<file path="config.mk">
export PLATFORM = sky130hd
export DESIGN_NAME = data_space_decoder
export DESIGN_NICKNAME = d
export VERILOG_FILES = /design/src/rtl/xdec_pkg.sv /design/src/rtl/xdec_region_decode.sv /design/src/rtl/xdec_rd_return.sv /design/src/rtl/xdec_idata_alias.sv /design/src/rtl/data_space_decoder.sv
export SDC_FILE = /design/constraint.sdc
export NUM_CORES = 1
export LEC_CHECK = 0
export BUFFER_PORTS_ARGS = -buffer_cell sky130_fd_sc_hd__buf_2
export CAP_MARGIN = 20
export CORE_AREA = 5 5 78 80
export CTS_BUF_LIST = sky130_fd_sc_hd__clkbuf_16
export CTS_CLUSTER_DIAMETER = 30
export DETAILED_ROUTE_END_ITERATION = 6
export DIE_AREA = 0 0 83 85
export HOLD_SLACK_MARGIN = 0.06
export PLACE_DENSITY = 0.76
export SLEW_MARGIN = 30
export SYNTH_ARGS = -nofsm -noshare
export SYNTH_HDL_FRONTEND = slang
export SYNTH_SLANG_ARGS = --single-unit
export TNS_END_PERCENT = 5
</file>
<file path="constraint.sdc">
create_clock -name clk_i -period 1.8 [get_ports clk_i]
set_clock_uncertainty 0.15 [all_clocks]
set_input_delay 0.18 -clock clk_i [delete_from_list [all_inputs] [get_ports clk_i]]
set_output_delay 0.18 -clock clk_i [all_outputs]
set_load 0.03 [all_outputs]
</file>
<file path="src/rtl/xdec_pkg.sv">
`timescale 1ns/1ps
package xdec_pkg;
  localparam int DW      = 8;
  localparam int AW      = 16;
  localparam int PER_AW  = 10;
  localparam int SFR_AW  = 7;
  localparam int INFO_AW = 11;
  localparam int FOFF_W  = 15;
  localparam int IDAT_AW = 8;

  // upper address bits that identify each fixed window
  localparam logic [AW-1-PER_AW:0]  PER_TAG  = 6'b011000;
  localparam logic [AW-1-SFR_AW:0]  SFR_TAG  = 9'b0111_0000_1;
  localparam logic [AW-1-INFO_AW:0] INFO_TAG = 5'b01111;

  typedef enum logic [2:0] {
    RGN_NONE  = 3'd0,
    RGN_SRAM  = 3'd1,
    RGN_PER   = 3'd2,
    RGN_SFR   = 3'd3,
    RGN_INFO  = 3'd4,
    RGN_FLASH = 3'd5
  } region_e;
endpackage

</file>
<file path="src/rtl/xdec_region_decode.sv">
`timescale 1ns/1ps
module xdec_region_decode
  import xdec_pkg::*;
#(
  parameter int SRAM_SIZE = 8192
) (
  input  logic [AW-1:0] addr_i,
  output region_e       region_o
);
  localparam logic [AW-1:0] SRAM_END = AW'(SRAM_SIZE);

  always_comb begin
    if (addr_i[AW-1])                                   region_o = RGN_FLASH;
    else if (addr_i < SRAM_END)                         region_o = RGN_SRAM;
    else if (addr_i[AW-1 -: (AW-PER_AW)]  == PER_TAG)   region_o = RGN_PER;
    else if (addr_i[AW-1 -: (AW-SFR_AW)]  == SFR_TAG)   region_o = RGN_SFR;
    else if (addr_i[AW-1 -: (AW-INFO_AW)] == INFO_TAG)  region_o = RGN_INFO;
    else                                                region_o = RGN_NONE;
  end
endmodule

</file>
<file path="src/rtl/xdec_rd_return.sv">
`timescale 1ns/1ps
module xdec_rd_return
  import xdec_pkg::*;
(
  input  logic          clk_i,
  input  logic          rst_ni,
  input  logic          rd_req_i,
  input  region_e       region_i,
  input  logic [DW-1:0] sram_rdata_i,
  input  logic [DW-1:0] per_rdata_i,
  input  logic [DW-1:0] sfr_rdata_i,
  input  logic [DW-1:0] info_rdata_i,
  input  logic [DW-1:0] flash_rdata_i,
  output logic          rvalid_o,
  output logic [DW-1:0] rdata_o
);
  region_e rgn_q;
  logic    vld_q;

  always_ff @(posedge clk_i or negedge rst_ni) begin
    if (!rst_ni) begin
      rgn_q <= RGN_NONE;
      vld_q <= 1'b0;
    end else begin
      vld_q <= rd_req_i;
      if (rd_req_i) rgn_q <= region_i;
    end
  end

  always_comb begin
    rdata_o = '0;
    if (vld_q) begin
      case (rgn_q)
        RGN_SRAM:  rdata_o = sram_rdata_i;
        RGN_PER:   rdata_o = per_rdata_i;
        RGN_SFR:   rdata_o = sfr_rdata_i;
        RGN_INFO:  rdata_o = info_rdata_i;
        RGN_FLASH: rdata_o = flash_rdata_i;
        default:   rdata_o = '0;
      endcase
    end
  end

  assign rvalid_o = vld_q;
endmodule

</file>
<file path="src/rtl/xdec_idata_alias.sv">
`timescale 1ns/1ps
module xdec_idata_alias
  import xdec_pkg::*;
#(
  parameter int SRAM_SIZE = 8192,
  parameter int SRAM_AW   = 13
) (
  input  logic               clk_i,
  input  logic               rst_ni,
  input  logic               idat_req_i,
  input  logic               idat_we_i,
  input  logic [IDAT_AW-1:0] idat_addr_i,
  input  logic [DW-1:0]      idat_wdata_i,
  output logic               idat_rvalid_o,
  output logic [DW-1:0]      idat_rdata_o,
  output logic               sram_b_sel_o,
  output logic               sram_b_we_o,
  output logic [SRAM_AW-1:0] sram_b_addr_o,
  output logic [DW-1:0]      sram_b_wdata_o,
  input  logic [DW-1:0]      sram_b_rdata_i
);
  localparam logic [SRAM_AW-1:0] IBASE = SRAM_AW'(SRAM_SIZE - (1 << IDAT_AW));

  logic vld_q;

  always_ff @(posedge clk_i or negedge rst_ni) begin
    if (!rst_ni) vld_q <= 1'b0;
    else         vld_q <= idat_req_i & ~idat_we_i;
  end

  assign sram_b_sel_o   = idat_req_i;
  assign sram_b_we_o    = idat_req_i & idat_we_i;
  assign sram_b_addr_o  = IBASE + SRAM_AW'(idat_addr_i);
  assign sram_b_wdata_o = idat_wdata_i;
  assign idat_rvalid_o  = vld_q;
  assign idat_rdata_o   = vld_q ? sram_b_rdata_i : '0;
endmodule

</file>
<file path="src/rtl/data_space_decoder.sv">
`timescale 1ns/1ps
module data_space_decoder
  import xdec_pkg::*;
#(
  parameter  int SRAM_SIZE = 8192,
  parameter  int BANK_W    = 3,
  localparam int SRAM_AW   = $clog2(SRAM_SIZE),
  localparam int FLASH_AW  = BANK_W + FOFF_W
) (
  input  logic                clk_i,
  input  logic                rst_ni,
  input  logic                req_i,
  input  logic                we_i,
  input  logic [AW-1:0]       addr_i,
  input  logic [DW-1:0]       wdata_i,
  input  logic [BANK_W-1:0]   bank_i,
  output logic                rvalid_o,
  output logic [DW-1:0]       rdata_o,
  input  logic                idat_req_i,
  input  logic                idat_we_i,
  input  logic [IDAT_AW-1:0]  idat_addr_i,
  input  logic [DW-1:0]       idat_wdata_i,
  output logic                idat_rvalid_o,
  output logic [DW-1:0]       idat_rdata_o,
  output logic [DW-1:0]       wdata_o,
  output logic                sram_sel_o,
  output logic                sram_we_o,
  output logic [SRAM_AW-1:0]  sram_addr_o,
  input  logic [DW-1:0]       sram_rdata_i,
  output logic                sram_b_sel_o,
  output logic                sram_b_we_o,
  output logic [SRAM_AW-1:0]  sram_b_addr_o,
  output logic [DW-1:0]       sram_b_wdata_o,
  input  logic [DW-1:0]       sram_b_rdata_i,
  output logic                per_sel_o,
  output logic                per_we_o,
  output logic [PER_AW-1:0]   per_addr_o,
  input  logic [DW-1:0]       per_rdata_i,
  output logic                sfr_sel_o,
  output logic                sfr_we_o,
  output logic [SFR_AW-1:0]   sfr_addr_o,
  input  logic [DW-1:0]       sfr_rdata_i,
  output logic                info_sel_o,
  output logic [INFO_AW-1:0]  info_addr_o,
  input  logic [DW-1:0]       info_rdata_i,
  output logic                flash_sel_o,
  output logic [FLASH_AW-1:0] flash_addr_o,
  input  logic [DW-1:0]       flash_rdata_i
);
  // SRAM must stay below the peripheral window and hold the internal-data alias
  generate
    if (SRAM_SIZE > 'h6000 || SRAM_SIZE < (1 << IDAT_AW)) begin : g_bad_sram_size
      $error("data_space_decoder: SRAM_SIZE out of range");
    end
  endgenerate

  region_e rgn;
  logic    rd_req;

  xdec_region_decode #(.SRAM_SIZE(SRAM_SIZE)) u_decode (
    .addr_i   (addr_i),
    .region_o (rgn)
  );

  // read-only regions are selected by reads only; their writes vanish here
  assign sram_sel_o  = req_i & (rgn == RGN_SRAM);
  assign per_sel_o   = req_i & (rgn == RGN_PER);
  assign sfr_sel_o   = req_i & (rgn == RGN_SFR);
  assign info_sel_o  = req_i & ~we_i & (rgn == RGN_INFO);
  assign flash_sel_o = req_i & ~we_i & (rgn == RGN_FLASH);

  assign sram_we_o = sram_sel_o & we_i;
  assign per_we_o  = per_sel_o  & we_i;
  assign sfr_we_o  = sfr_sel_o  & we_i;

  assign sram_addr_o  = addr_i[SRAM_AW-1:0];
  assign per_addr_o   = addr_i[PER_AW-1:0];
  assign sfr_addr_o   = addr_i[SFR_AW-1:0];
  assign info_addr_o  = addr_i[INFO_AW-1:0];
  assign flash_addr_o = {bank_i, addr_i[FOFF_W-1:0]};
  assign wdata_o      = wdata_i;

  assign rd_req = req_i & ~we_i;

  xdec_rd_return u_rd_return (
    .clk_i         (clk_i),
    .rst_ni        (rst_ni),
    .rd_req_i      (rd_req),
    .region_i      (rgn),
    .sram_rdata_i  (sram_rdata_i),
    .per_rdata_i   (per_rdata_i),
    .sfr_rdata_i   (sfr_rdata_i),
    .info_rdata_i  (info_rdata_i),
    .flash_rdata_i (flash_rdata_i),
    .rvalid_o      (rvalid_o),
    .rdata_o       (rdata_o)
  );

  xdec_idata_alias #(.SRAM_SIZE(SRAM_SIZE), .SRAM_AW(SRAM_AW)) u_idata (
    .clk_i          (clk_i),
    .rst_ni         (rst_ni),
    .idat_req_i     (idat_req_i),
    .idat_we_i      (idat_we_i),
    .idat_addr_i    (idat_addr_i),
    .idat_wdata_i   (idat_wdata_i),
    .idat_rvalid_o  (idat_rvalid_o),
    .idat_rdata_o   (idat_rdata_o),
    .sram_b_sel_o   (sram_b_sel_o),
    .sram_b_we_o    (sram_b_we_o),
    .sram_b_addr_o  (sram_b_addr_o),
    .sram_b_wdata_o (sram_b_wdata_o),
    .sram_b_rdata_i (sram_b_rdata_i)
  );
endmodule

</file>
==> metrics.cfg <==
[clocking]
clock-sinks = 5
cts.reportedPaths.clkPinSlew_ns = 0.03
cts_tree = yes
clock-root-buffer = clkbuf_16
cts_buffers = 3
cts_max_path_buffers = 2
insertion_delay_ns = 0.23
htreeDepth = 1

[route]
final_antenna_net_count = 0
wire_per_inst_microns = 13.4
drt_iter0_markers = 24
first_pass_iters = 6
drt-total-wl_microns = 3730
via_per_inst = 4.28
num_vias = 1195
drcViolationCount = 0

[cells_and_area]
drive_gt1_share_pct = 71.0
design_area_sq_um = 1600
antenna_cells = 0
final_nets = 305
final_cell_mix = buf_2, and2_1, nor2_1
final_common_cell = buf_2
fillCellCount = 572
synthToLayoutAreaGrowth_pct = 16.2

[placed_design]
port_buffers = 111
dp_slack_ns = 0.0168
gp_congestion = 0.839
dp_hpwl_microns = 3000
dpl_cell_area_sq_um = 1350

[synth]
avgSynthCellArea_sq_um = 7.90
synthCells = 174
ys_warn_count = 0
seq_area_frac_synth_pct = 9.10
synth_area_sq_um = 1380
ys_seq_elements = 5
yosysUniqueCellTypes = 25

[pwr]
total_power_w = 0.000981
peakVddDrop_mv = 0.254
p_leak_nw = 0.850
p_per_area_nw_per_um2 = 614

[timing]
finalHoldViolCount = 0
fin_crit_sh_pct = 103
fin_crit_ns = 1.86
rsz0062_at_grt = true
fmax_mhz = 538
finalWorstSetupSlack_ns = -0.0576
finalSetupViolCount = 8
tns_ns = -0.381
drv_slew = 0
hold-worst-slack_ns = 0.155

[grt]
grt_max_degree = 10
grt.total_usage_pct = 9.42
grt_antenna_before_repair = 0
gr-total-overflow = 0
first_global_vias = 1209
grt_pass1_wl_microns = 5610

[floorplanning]
die_area_sq_um = 7060
die_y_microns = 85
die_w_microns = 83
io_pins = 213
core-area_sq_um = 5340
rows = 27
start_util_pct = 25.8

[worst_setup_path]
cp-end-kind = output port
worstPathArrival_ns = 1.53
worst-path-max-fanout = 8
critical_path_class = reg -> out
start_kind = flip-flop
r2r_slack_ns = 0.89
worst-endpoint-required_ns = 1.47

[min_path]
worstHoldPathType = in -> reg

[job]
maxCapViolations = 0

[status]
outcome = finished with violations
violations = setup timing

## cell families after synthesis
kind of cell	synth area share (%)
buffers and inverters	51.6
flip-flops	9.10
AO/OA/AOI/OAI	13.3
multiplexers	8.46
other	0.273
AND/OR/NAND/NOR	17.3
## timing repair
item,CTS,global route
gates resized for setup,28,6
pin swaps,15,5
setup endpoints to repair,8,8
hold buffers,3,0
cloned,0,0
setup buffers,3,0
hold endpoints to repair,6,0
## Yosys cell counts
| master | instances | area (sq um) |
|---|---|---|
| and3b_1 | 2 | 17.5 |
| buf_6 | 1 | 11.3 |
| nor2b_1 | 2 | 12.5 |
| nor2_1 | 10 | 37.5 |
| a31oi_1 | 2 | 12.5 |
| or3_1 | 1 | 6.26 |
| and3_1 | 1 | 6.26 |
| mux2_4 | 7 | 105 |
| a21oi_1 | 10 | 50.1 |
| mux2_1 | 1 | 11.3 |
| nor3_1 | 1 | 5.00 |
| nor3b_4 | 2 | 37.5 |
| dfrtp_1 | 5 | 125 |
| nand4_1 | 1 | 6.26 |
| buf_4 | 92 | 691 |
| a22oi_1 | 16 | 120 |
| nor4_1 | 2 | 12.5 |
| inv_1 | 1 | 3.75 |
| and2b_1 | 1 | 7.51 |
| nand4b_1 | 1 | 8.76 |
| conb_1 | 1 | 3.75 |
| nand3_2 | 1 | 10.0 |
| and2_1 | 10 | 62.6 |
| nand2_1 | 2 | 7.51 |
| clkbuf_1 | 1 | 3.75 |
## layer usage
metal  track usage (%)  wire length [microns]
met1              9.55                   1320
met2              16.5                   1920
met3              4.08                    399
met4              4.75                     89
met5                 0                      0
## registers in the layout (all words and copies together) (netlist names)
register,flops
u_rd_return.rvalid_o,1
u_idata.idat_rvalid_o,1
u_rd_return.rgn_q,3
## critical path, cell delays in order (launching register included)
cell and delay [ns]:
dfrtp_2 0.45, buf_8 0.17, mux2_4 0.30, a22oi_2 0.16, a21oi_2 0.08, buf_6 0.14
## power breakdown
part / internal, W / leakage, nW / total, W / switching (W)
Clock: 0.000287 / 0.0423 / 0.000357 / 0.0000696
Sequential: 0.000126 / 0.0567 / 0.000149 / 0.0000229
Combinational: 0.000210 / 0.751 / 0.000476 / 0.000266
Total: 0.000623 / 0.850 / 0.000981 / 0.000358
## per-stage QoR
stage / utilization [%] / cells
2_1_floorplan: - / 178
3_3_place_gp: 25.3 / 269
3_5_place_dp: 25.3 / 269
4_1_cts: 29.5 / 279
5_1_grt: 29.9 / 279
6_report: 29.9 / 279
## cell type report
cell class	instances	area, sq um	share of cell area (%)
Timing Repair Buffer	119	669	41.9
Multi-Input combinational cell	78	627	39.2
Sequential cell	5	129	8.07
Tap cell	72	90.1	5.64
Clock buffer	3	75.1	4.70
Clock inverter	1	3.75	0.235
Inverter	1	3.75	0.235
## final timing paths
| check | from | end | depth (start not counted) |
|---|---|---|---|
| setup / recovery | u_rd_return.rgn_q[0] | rdata_o[2] | 5 |
| hold / removal | we_i | u_rd_return.rvalid_o | 3 |
| setup reg to reg | u_rd_return.rgn_q[0] | u_rd_return.rgn_q[0] | 2 |
| hold reg to reg | u_rd_return.rgn_q[2] | u_rd_return.rgn_q[2] | 2 |
| max in group asynchronous | rst_ni | u_rd_return.rgn_q[0] | 2 |
| min in group asynchronous | rst_ni | u_idata.idat_rvalid_o | 2 |
No activity file was read; power rests on OpenSTA's default activity.
